**src/rtl/pllseq_pkg.sv**
```systemverilog
package pllseq_pkg;

  typedef enum logic [1:0] {
    ST_IDLE,
    ST_CFG,
    ST_BYP,
    ST_LOCK
  } seq_st_e;

  localparam int MB_OUT = 0;
  localparam int MB_BYP = 1;
  localparam int MB_RST = 2;

  localparam logic [2:0] MODE_OFF = 3'b000;
  localparam logic [2:0] MODE_ON  = 3'b111;

  function automatic int us_to_cycles(input longint clk_hz, input longint us);
    longint c;
    c = (clk_hz * us) / 64'd1_000_000;
    if (c < 1) c = 1;
    return int'(c);
  endfunction

endpackage

```
**src/rtl/pllseq_timer.sv**
```systemverilog
module pllseq_timer #(
  parameter int CNT_W = 8
) (
  input  logic             clk_i,
  input  logic             rst_ni,
  input  logic             clr_i,
  input  logic             en_i,
  output logic [CNT_W-1:0] cnt_o
);

  localparam logic [CNT_W-1:0] CNT_MAX = {CNT_W{1'b1}};

  logic [CNT_W-1:0] cnt_q;

  always_ff @(posedge clk_i or negedge rst_ni) begin
    if (!rst_ni)                      cnt_q <= '0;
    else if (clr_i)                   cnt_q <= '0;
    else if (en_i && cnt_q != CNT_MAX) cnt_q <= cnt_q + 1'b1;
  end

  assign cnt_o = cnt_q;

endmodule

```
**src/rtl/pllseq_cfg.sv**
```systemverilog
module pllseq_cfg #(
  parameter int               CFG_W     = 32,
  parameter int               MN_W      = 8,
  parameter logic [CFG_W-1:0] CFG_VAL   = '0,
  parameter logic [CFG_W-1:0] USER_VAL  = '0,
  parameter logic [CFG_W-1:0] DROOP_VAL = '0
) (
  input  logic             clk_i,
  input  logic             rst_ni,
  input  logic             load_i,
  output logic             wr_o,
  output logic [MN_W-1:0]  m_o,
  output logic [MN_W-1:0]  n_o,
  output logic [CFG_W-1:0] cfg_o,
  output logic [CFG_W-1:0] user_o,
  output logic [CFG_W-1:0] droop_o
);

  localparam logic [MN_W-1:0] M_INT = '0;
  localparam logic [MN_W-1:0] N_INT = MN_W'(1);

  always_ff @(posedge clk_i or negedge rst_ni) begin
    if (!rst_ni) begin
      wr_o    <= 1'b0;
      m_o     <= '0;
      n_o     <= '0;
      cfg_o   <= '0;
      user_o  <= '0;
      droop_o <= '0;
    end else begin
      wr_o <= load_i;
      if (load_i) begin
        m_o     <= M_INT;
        n_o     <= N_INT;
        cfg_o   <= CFG_VAL;
        user_o  <= USER_VAL;
        droop_o <= DROOP_VAL;
      end
    end
  end

endmodule

```
**src/rtl/pllseq_fsm.sv**
```systemverilog
module pllseq_fsm
  import pllseq_pkg::*;
#(
  parameter int BYP_CYC = 10,
  parameter int FIX_CYC = 60,
  parameter int CNT_W   = 8
) (
  input  logic             clk_i,
  input  logic             rst_ni,
  input  logic             en_req_i,
  input  logic             dis_req_i,
  input  logic             lock_i,
  input  logic             lock_present_i,
  input  logic [CNT_W-1:0] cnt_i,
  output logic             tmr_clr_o,
  output logic             tmr_en_o,
  output logic             cfg_load_o,
  output logic [2:0]       mode_o,
  output logic             busy_o,
  output logic             done_o
);

  localparam logic [CNT_W-1:0] BYP_LAST = CNT_W'(BYP_CYC - 1);
  localparam logic [CNT_W-1:0] FIX_LAST = CNT_W'(FIX_CYC - 1);

  seq_st_e    state_q, state_d;
  logic [2:0] mode_q, mode_d;
  logic       done_q, done_d;
  logic       init_q, init_d;
  logic       cfgonly_q, cfgonly_d;
  logic       lock_ok;

  // lock wait ends on lock or on the fixed count, depending on the strap
  assign lock_ok = lock_present_i ? lock_i : (cnt_i == FIX_LAST);

  always_comb begin
    state_d   = state_q;
    mode_d    = mode_q;
    done_d    = 1'b0;
    init_d    = init_q;
    cfgonly_d = cfgonly_q;
    tmr_clr_o = 1'b0;
    unique case (state_q)
      ST_IDLE: begin
        if (mode_q == MODE_ON && lock_present_i && !lock_i) begin
          mode_d    = MODE_OFF;
          init_d    = 1'b0;
          cfgonly_d = 1'b1;
          state_d   = ST_CFG;
        end else if (dis_req_i) begin
          mode_d = MODE_OFF;
          done_d = 1'b1;
        end else if (en_req_i && mode_q == MODE_OFF) begin
          if (!init_q) begin
            state_d = ST_CFG;
          end else begin
            mode_d[MB_BYP] = 1'b1;
            tmr_clr_o      = 1'b1;
            state_d        = ST_BYP;
          end
        end
      end
      ST_CFG: begin
        init_d = 1'b1;
        if (cfgonly_q) begin
          cfgonly_d = 1'b0;
          done_d    = 1'b1;
          state_d   = ST_IDLE;
        end else begin
          mode_d[MB_BYP] = 1'b1;
          tmr_clr_o      = 1'b1;
          state_d        = ST_BYP;
        end
      end
      ST_BYP: begin
        if (cnt_i == BYP_LAST) begin
          mode_d[MB_RST] = 1'b1;
          tmr_clr_o      = 1'b1;
          state_d        = ST_LOCK;
        end
      end
      ST_LOCK: begin
        if (lock_ok) begin
          mode_d[MB_OUT] = 1'b1;
          done_d         = 1'b1;
          state_d        = ST_IDLE;
        end
      end
      default: state_d = ST_IDLE;
    endcase
  end

  always_ff @(posedge clk_i or negedge rst_ni) begin
    if (!rst_ni) begin
      state_q   <= ST_IDLE;
      mode_q    <= MODE_OFF;
      done_q    <= 1'b0;
      init_q    <= 1'b0;
      cfgonly_q <= 1'b0;
    end else begin
      state_q   <= state_d;
      mode_q    <= mode_d;
      done_q    <= done_d;
      init_q    <= init_d;
      cfgonly_q <= cfgonly_d;
    end
  end

  assign tmr_en_o   = (state_q == ST_BYP) || (state_q == ST_LOCK);
  assign cfg_load_o = (state_q == ST_CFG);
  assign mode_o     = mode_q;
  assign busy_o     = (state_q != ST_IDLE);
  assign done_o     = done_q;

endmodule

```
**src/rtl/pllseq_ctrl.sv**
```systemverilog
module pllseq_ctrl
  import pllseq_pkg::*;
#(
  parameter int               CLK_HZ    = 100_000_000,
  parameter int               BYPASS_US = 10,
  parameter int               FIXED_US  = 60,
  parameter int               CFG_W     = 32,
  parameter int               MN_W      = 8,
  parameter logic [CFG_W-1:0] CFG_VAL   = 32'h0000_4C2D,
  parameter logic [CFG_W-1:0] USER_VAL  = 32'h0010_0000,
  parameter logic [CFG_W-1:0] DROOP_VAL = 32'h0108_C000
) (
  input  logic             clk_i,
  input  logic             rst_ni,
  input  logic             en_req_i,
  input  logic             dis_req_i,
  input  logic             lock_i,
  input  logic             lock_present_i,
  output logic [2:0]       mode_o,
  output logic             busy_o,
  output logic             done_o,
  output logic             enabled_o,
  output logic             cfg_wr_o,
  output logic [MN_W-1:0]  m_o,
  output logic [MN_W-1:0]  n_o,
  output logic [CFG_W-1:0] cfg_o,
  output logic [CFG_W-1:0] user_o,
  output logic [CFG_W-1:0] droop_o
);

  localparam int BYP_CYC = us_to_cycles(longint'(CLK_HZ), longint'(BYPASS_US));
  localparam int FIX_CYC = us_to_cycles(longint'(CLK_HZ), longint'(FIXED_US));
  localparam int MAX_CYC = (BYP_CYC > FIX_CYC) ? BYP_CYC : FIX_CYC;
  localparam int CNT_W   = $clog2(MAX_CYC + 1);

  logic [CNT_W-1:0] cnt;
  logic             tmr_clr, tmr_en, cfg_load;

  pllseq_timer #(.CNT_W(CNT_W)) i_timer (
    .clk_i  (clk_i),
    .rst_ni (rst_ni),
    .clr_i  (tmr_clr),
    .en_i   (tmr_en),
    .cnt_o  (cnt)
  );

  pllseq_fsm #(
    .BYP_CYC (BYP_CYC),
    .FIX_CYC (FIX_CYC),
    .CNT_W   (CNT_W)
  ) i_fsm (
    .clk_i          (clk_i),
    .rst_ni         (rst_ni),
    .en_req_i       (en_req_i),
    .dis_req_i      (dis_req_i),
    .lock_i         (lock_i),
    .lock_present_i (lock_present_i),
    .cnt_i          (cnt),
    .tmr_clr_o      (tmr_clr),
    .tmr_en_o       (tmr_en),
    .cfg_load_o     (cfg_load),
    .mode_o         (mode_o),
    .busy_o         (busy_o),
    .done_o         (done_o)
  );

  pllseq_cfg #(
    .CFG_W     (CFG_W),
    .MN_W      (MN_W),
    .CFG_VAL   (CFG_VAL),
    .USER_VAL  (USER_VAL),
    .DROOP_VAL (DROOP_VAL)
  ) i_cfg (
    .clk_i   (clk_i),
    .rst_ni  (rst_ni),
    .load_i  (cfg_load),
    .wr_o    (cfg_wr_o),
    .m_o     (m_o),
    .n_o     (n_o),
    .cfg_o   (cfg_o),
    .user_o  (user_o),
    .droop_o (droop_o)
  );

  assign enabled_o = (mode_o == MODE_ON);

endmodule

```
**config.mk**
```make
export PLATFORM = sky130hd
export DESIGN_NAME = pllseq_ctrl
export DESIGN_NICKNAME = d
export VERILOG_FILES = /design/src/rtl/pllseq_pkg.sv /design/src/rtl/pllseq_timer.sv /design/src/rtl/pllseq_cfg.sv /design/src/rtl/pllseq_fsm.sv /design/src/rtl/pllseq_ctrl.sv
export SDC_FILE = /design/constraint.sdc
export NUM_CORES = 1
export LEC_CHECK = 0
export ABC_AREA = 1
export CAP_MARGIN = 20
export CORE_MARGIN = 4
export CORE_UTILIZATION = 41
export DETAILED_ROUTE_END_ITERATION = 7
export DONT_BUFFER_PORTS = 1
export PLACE_DENSITY = 0.67
export SLEW_MARGIN = 20
export SYNTH_ARGS = -nofsm -noshare
export SYNTH_HDL_FRONTEND = slang
export SYNTH_SLANG_ARGS = --single-unit
```
**constraint.sdc**
```tcl
create_clock -name clk_i -period 1.6 [get_ports clk_i]
set_clock_uncertainty 0.15 [all_clocks]
set_input_delay 0 -clock clk_i [delete_from_list [all_inputs] [get_ports clk_i]]
set_output_delay 0 -clock clk_i [all_outputs]
set_load 0.005 [all_outputs]
```
* Word level (Yosys, flattened, before mapping) *
Index checks and enable logic that the tools add are counted.

cells by class
  reduce and logical (&&, ||, !) cells = 18
  add/subtract/negate cells = 1
  muxes and demuxes = 38
  equality and inequality tests = 16

operators with widths
  kind                                                    number
  2-to-1 mux 13 bit                                       2
  2-to-1 mux 1 bit                                        20
  2-to-1 mux 2 bit                                        7
  adder 13 x 1 -> 13 bit (second input constant)          1
  equality test 13 x 10 -> 1 bit (second input constant)  1
  equality test 13 bit (second input constant)            1
  != test 13 bit (second input constant)                  1
  one-hot mux 1 bit (2 select lines)                      5
  nonzero test 2 bit                                      5
  != test 4 x 2 -> 1 bit (second input constant)          2
  one-hot mux 2 bit (4 select lines)                      1
  AND reduction 4 bit                                     2
  != test 2 x 1 -> 1 bit (second input constant)          3
  != test 3 x 2 -> 1 bit (second input constant)          2
  one-hot mux 1 bit (3 select lines)                      2
  AND reduction 3 bit                                     2
  equality test 2 bit (second input constant)             2
  logical AND 1 bit                                       4
  equality test 3 bit (second input constant)             1
  logical NOT 3 bit                                       1
  2-to-1 mux 3 bit                                        1
  != test 3 x 1 -> 1 bit (second input constant)          1
  equality test 2 x 1 -> 1 bit (second input constant)    1
  logical NOT 2 bit                                       1
  4 further kinds                                         4

storage, ports and cells
  output and inout bits = 119
  flip-flop bits (word level) = 25
  logic and storage cells = 85

* Depth between registers and ports, before layout *
  depth after elaboration = 7
  gate-level depth with buffers = 11
  mapped depth without buffers = 10

* By module *
A second synthesis with hierarchy kept.

unflattened totals
  cells, all modules = 329
  area, all modules = 2,336.0 sq um

modules (own cells, without submodules)
  module        area an instance (sq um)  times used  cells an instance
  pllseq_cfg    898.4                     1           117
  pllseq_timer  820.8                     1           119
  pllseq_fsm    603.1                     1           90
  pllseq_ctrl   13.8                      1           3

* Least setup slack after synthesis *
Ideal clock, no wire load.

  kind = register to register
  from = register i_timer.cnt_q[0], in the netlist i_timer.cnt_o[0]
  to = register i_timer.cnt_q[11], in the netlist i_timer.cnt_o[11]
  clock period less this slack = 1,552 ps
  arrival time = 1,278 ps
  stages on the path, launching flop included = 12
  path slack = 48 ps
  required time = 1,326 ps
  cells stage by stage = dfrtp_1 -> ha_1 -> nand2_1 -> inv_2 -> nand2_4 -> nor2_4 -> nand2_4 -> buf_6 -> nand3_1 -> nand2_1 -> nand2_1 -> nor2_1

between the ends
  word-level cells in the longest chain between the ends = 4

ends and longest elaborated chain
  element                                                         line                text
  start, declared                                                 pllseq_timer.sv:13  logic [CNT_W-1:0] cnt_q;
  start signal, assigned                                          pllseq_timer.sv:18  else if (en_i && cnt_q != CNT_MAX) cnt_q <= cnt_q + 1'b1;
  branches (longest 4 deep; another with adder 13 x 1 -> 13 bit)  -

Several ways; the timed one is not identified. The select of a mux whose other input is x is not followed.
A chain may end at the register's enable or synchronous reset.

* Worst setup path after layout *
  from = register i_timer.cnt_q[0], in the netlist i_timer.cnt_o[0]
  to = register i_timer.cnt_q[2], in the netlist i_timer.cnt_o[2]

The elaborated chain is that of the path after synthesis.

==> results_dict.tcl <==
set metrics [dict create \
    seq_area_um2 576 \
    grt_max_degree 24 \
    crit_arrival_ns 1.68 \
    wirelength_um 4410 \
    reg2regPathDepth 10 \
    grt-ovfl-total 0 \
    crit_type "reg2reg" \
    cts_buffers 3 \
    fin_nets 348 \
    drv_slew 0 \
    cts_tree "yes" \
    drtPass1Iterations 4 \
    grt_pass1_wl_um 5840 \
    area_delta_synth_final_pct 4.77 \
    dieArea_um2 6750 \
    synth_cells 316 \
    die_w_um 82.1 \
    synth_cell_types 25 \
    critPathLaunch "i_timer.cnt_o[0]" \
    grtUsageTotal_pct 11.1 \
    hold_viol 0 \
    avgSynthCellArea_um2 7.13 \
    io_pins 125 \
    crit_path_end_kind "register" \
    drive_gt1_share_pct 20.9 \
    peakVddDrop_mv 0.322 \
    start_kind "register" \
    cap_viol_max_count 0 \
    max_freq_mhz 615 \
    pre_cts_ws_ns -0.134 \
    place.gp.congestion 0.833 \
    yosysTopAreaCell "buf_4" \
    min_period_ns 1.62 \
    netlist_area_um2 2250 \
    root_buffer "clkbuf_8" \
    yosysMostFrequentCell "buf_4" \
    slowest_delay_ns 0.42 \
    dr_wl_met3_um 334 \
    cp_slowest_cell "dfrtp_1" \
    min_period_over_period_pct 102 \
    regToRegSetupSlack_ns -0.02 \
    fp-row-count 26 \
    path_cells "ha_4 -> nand2_4 -> inv_4 -> nand2_4 -> nor2_4 -> buf_12 -> nand2_2 -> nand3_1 -> nand2_1 -> nor2_1" \
    drt_iter0_markers 53 \
    rsz0062_at_grt "true" \
    drc 0 \
    holdCritPathClass "in2reg" \
    ys.flop_type "dfrtp_1" \
    endpoint "i_timer.cnt_o[2]" \
    p_leak_nw 1.37 \
    timing.slew.headroom_pct 64.3 \
    violations "setup timing" \
    synth-seq-area-share_pct 25.5 \
    reg2reg_to "i_timer.cnt_o[2]" \
    critPathMaxFanout 6 \
    wl_met2_um 2320 \
    yosys_warnings 0 \
    multiInputGateArea_um2 1210 \
    synth_edf_count 0 \
    core_area_um2 5200 \
    holdWs_ns 0.0342 \
    detailed_place.area_um2 1960 \
    vias_per_cell 4.04 \
    r2r-start "i_timer.cnt_o[0]" \
    wl_met1_um 1680 \
    grt_antenna_before_repair 0 \
    synth_area_leaders "buf_4, dfrtp_1, nand2_1" \
    min_from "lock_present_i" \
    clkSinkCount 23 \
    top_layer "met4" \
    ys_seq_elements 23 \
    portBuffers 0 \
    tightest_slew_ns 0.536 \
    async_reset_ff_share_pct 100 \
    clk_latency_ns 0.27 \
    outcome "finished with violations" \
    cts_max_level 1 \
    synth_commonest_cells "buf_4, nand2_1, nor2_1, inv_1, dfrtp_1" \
    crit_top_cell "nand2_4" \
    grt_pass1_vias 1336 \
    critPathRequiredTime_ns 1.66 \
    worst_slack_ns -0.0249 \
    ant_nets 0 \
    clkSlewWorstSetupHoldPaths_ns 0.09 \
    dp_hpwl_um 3030 \
    stdcell_area_um2 2360 \
    setup_viol 8 \
    die_h_um 82.1 \
    vias 1657 \
    synth_top_area_share_pct 37.0 \
    antenna_cells 0 \
    p_per_area_nw_per_um2 448 \
    hold_depth 6 \
    wl_per_cell_um 10.7 \
    start_util_pct 43.3 \
    clk_path_buf_depth 2 \
    fillers 528 \
]
[cells in the final DEF (no fill, tap or decap), types with 2 or more instances in the layout]
cell           synthesis  routed
a21oi_2                0       2
inv_1                 33      31
conb_1                 1      99
nand2_2                1       6
buf_6                  2       4
nor3_4                 1       2
nor2_2                 1       3
nand2_4                3       4
dfrtp_1               23      23
dlygate4sd3_1          0       6
buf_4                111      21
inv_2                  2       3
nand3_1               22      12
nor2_4                 1       3
o21ai_0                6       5
clkbuf_8               1       3
nand2_1               52      47
nand3_2                1      11
a21oi_1                5       3
nor2_1                34      30
nand2_8                0       2
buf_12                 0       2
nand4_1                8       8
[sequential cells by signal, summed over array words and instances, names as in the netlist]
| register | cells |
|---|---|
| i_cfg.wr_o | 1 |
| i_timer.cnt_o | 13 |
| i_cfg.cfg_o | 1 |
| i_fsm.cfgonly_q | 1 |
| i_fsm.state_q | 2 |
| i_fsm.init_q | 1 |
| i_fsm.mode_o | 3 |
| i_fsm.done_o | 1 |
[repair_timing]
action | in CTS | in global routing
gates cloned | 0 | 3
gates resized for setup | 9 | 30
endpoints found under the setup margin | 14 | 15
hold endpoints to repair | 37 | 23
pin swaps | 3 | 14
buffers inserted | 3 | 9
hold buffers | 6 | 1
[logic make-up after synthesis]
kind of cell / synth area share [%]
AO/OA/AOI/OAI: 3.05
adder cells (fa/ha/maj): 0.555
buffers and inverters: 44.6
flip-flops: 25.5
other: 0.166
AND/OR/NAND/NOR: 26.1
[metrics by stage]
| stage | utilization [%] | power, mW | cells | TNS (ns) |
|---|---|---|---|---|
| floorplan | - | 0.827 | 414 | 0 |
| global placement | 37.6 | 0.653 | 385 | -0.192 |
| global route | 45.4 | 1.11 | 410 | -0.869 |
| CTS | 40.7 | 1.07 | 397 | 0 |
| detailed placement | 37.6 | 0.653 | 385 | -1.59 |
| finish | 45.4 | 1.06 | 410 | -0.0627 |
[layout make-up]
type	instances	area share (%)
Clock buffer	4	1.91
Tap cell	70	3.71
Inverter	35	5.67
Timing Repair Buffer	34	13.0
Sequential cell	23	24.4
Multi-Input combinational cell	244	51.3
[routing by layer]
layer	vias to the layer above	GRT usage, %
li1	811	-
met1	768	13.5
met2	70	19.0
met3	8	3.36
met4	0	2.49
met5	-	0
[worst max-delay path: cells and delay by family (launching register included)]
family / cells / cell delay, ns
simple gates: 7 / 0.61
flops: 1 / 0.42
buf+inv: 2 / 0.22
fa+ha+maj: 1 / 0.17
[worst min path at each step]
stage	slack [ns]	to
after floorplan	-0.45	i_cfg.cfg_o[0]
after global routing	0.09	i_fsm.state_q[0]
after CTS	0.03	i_fsm.done_o
after global placement	-0.45	i_fsm.mode_o[0]
after detailed placement	-0.45	i_fsm.mode_o[0]
final	0.03	i_fsm.state_q[0]
[where the power goes]
group | switching [mW] | internal, mW | total [mW]
combinational | 0.0787 | 0.0133 | 0.0920
sequential | 0.00191 | 0.582 | 0.584
clock | 0.204 | 0.178 | 0.382
No activity file was read; power rests on OpenSTA's default activity.
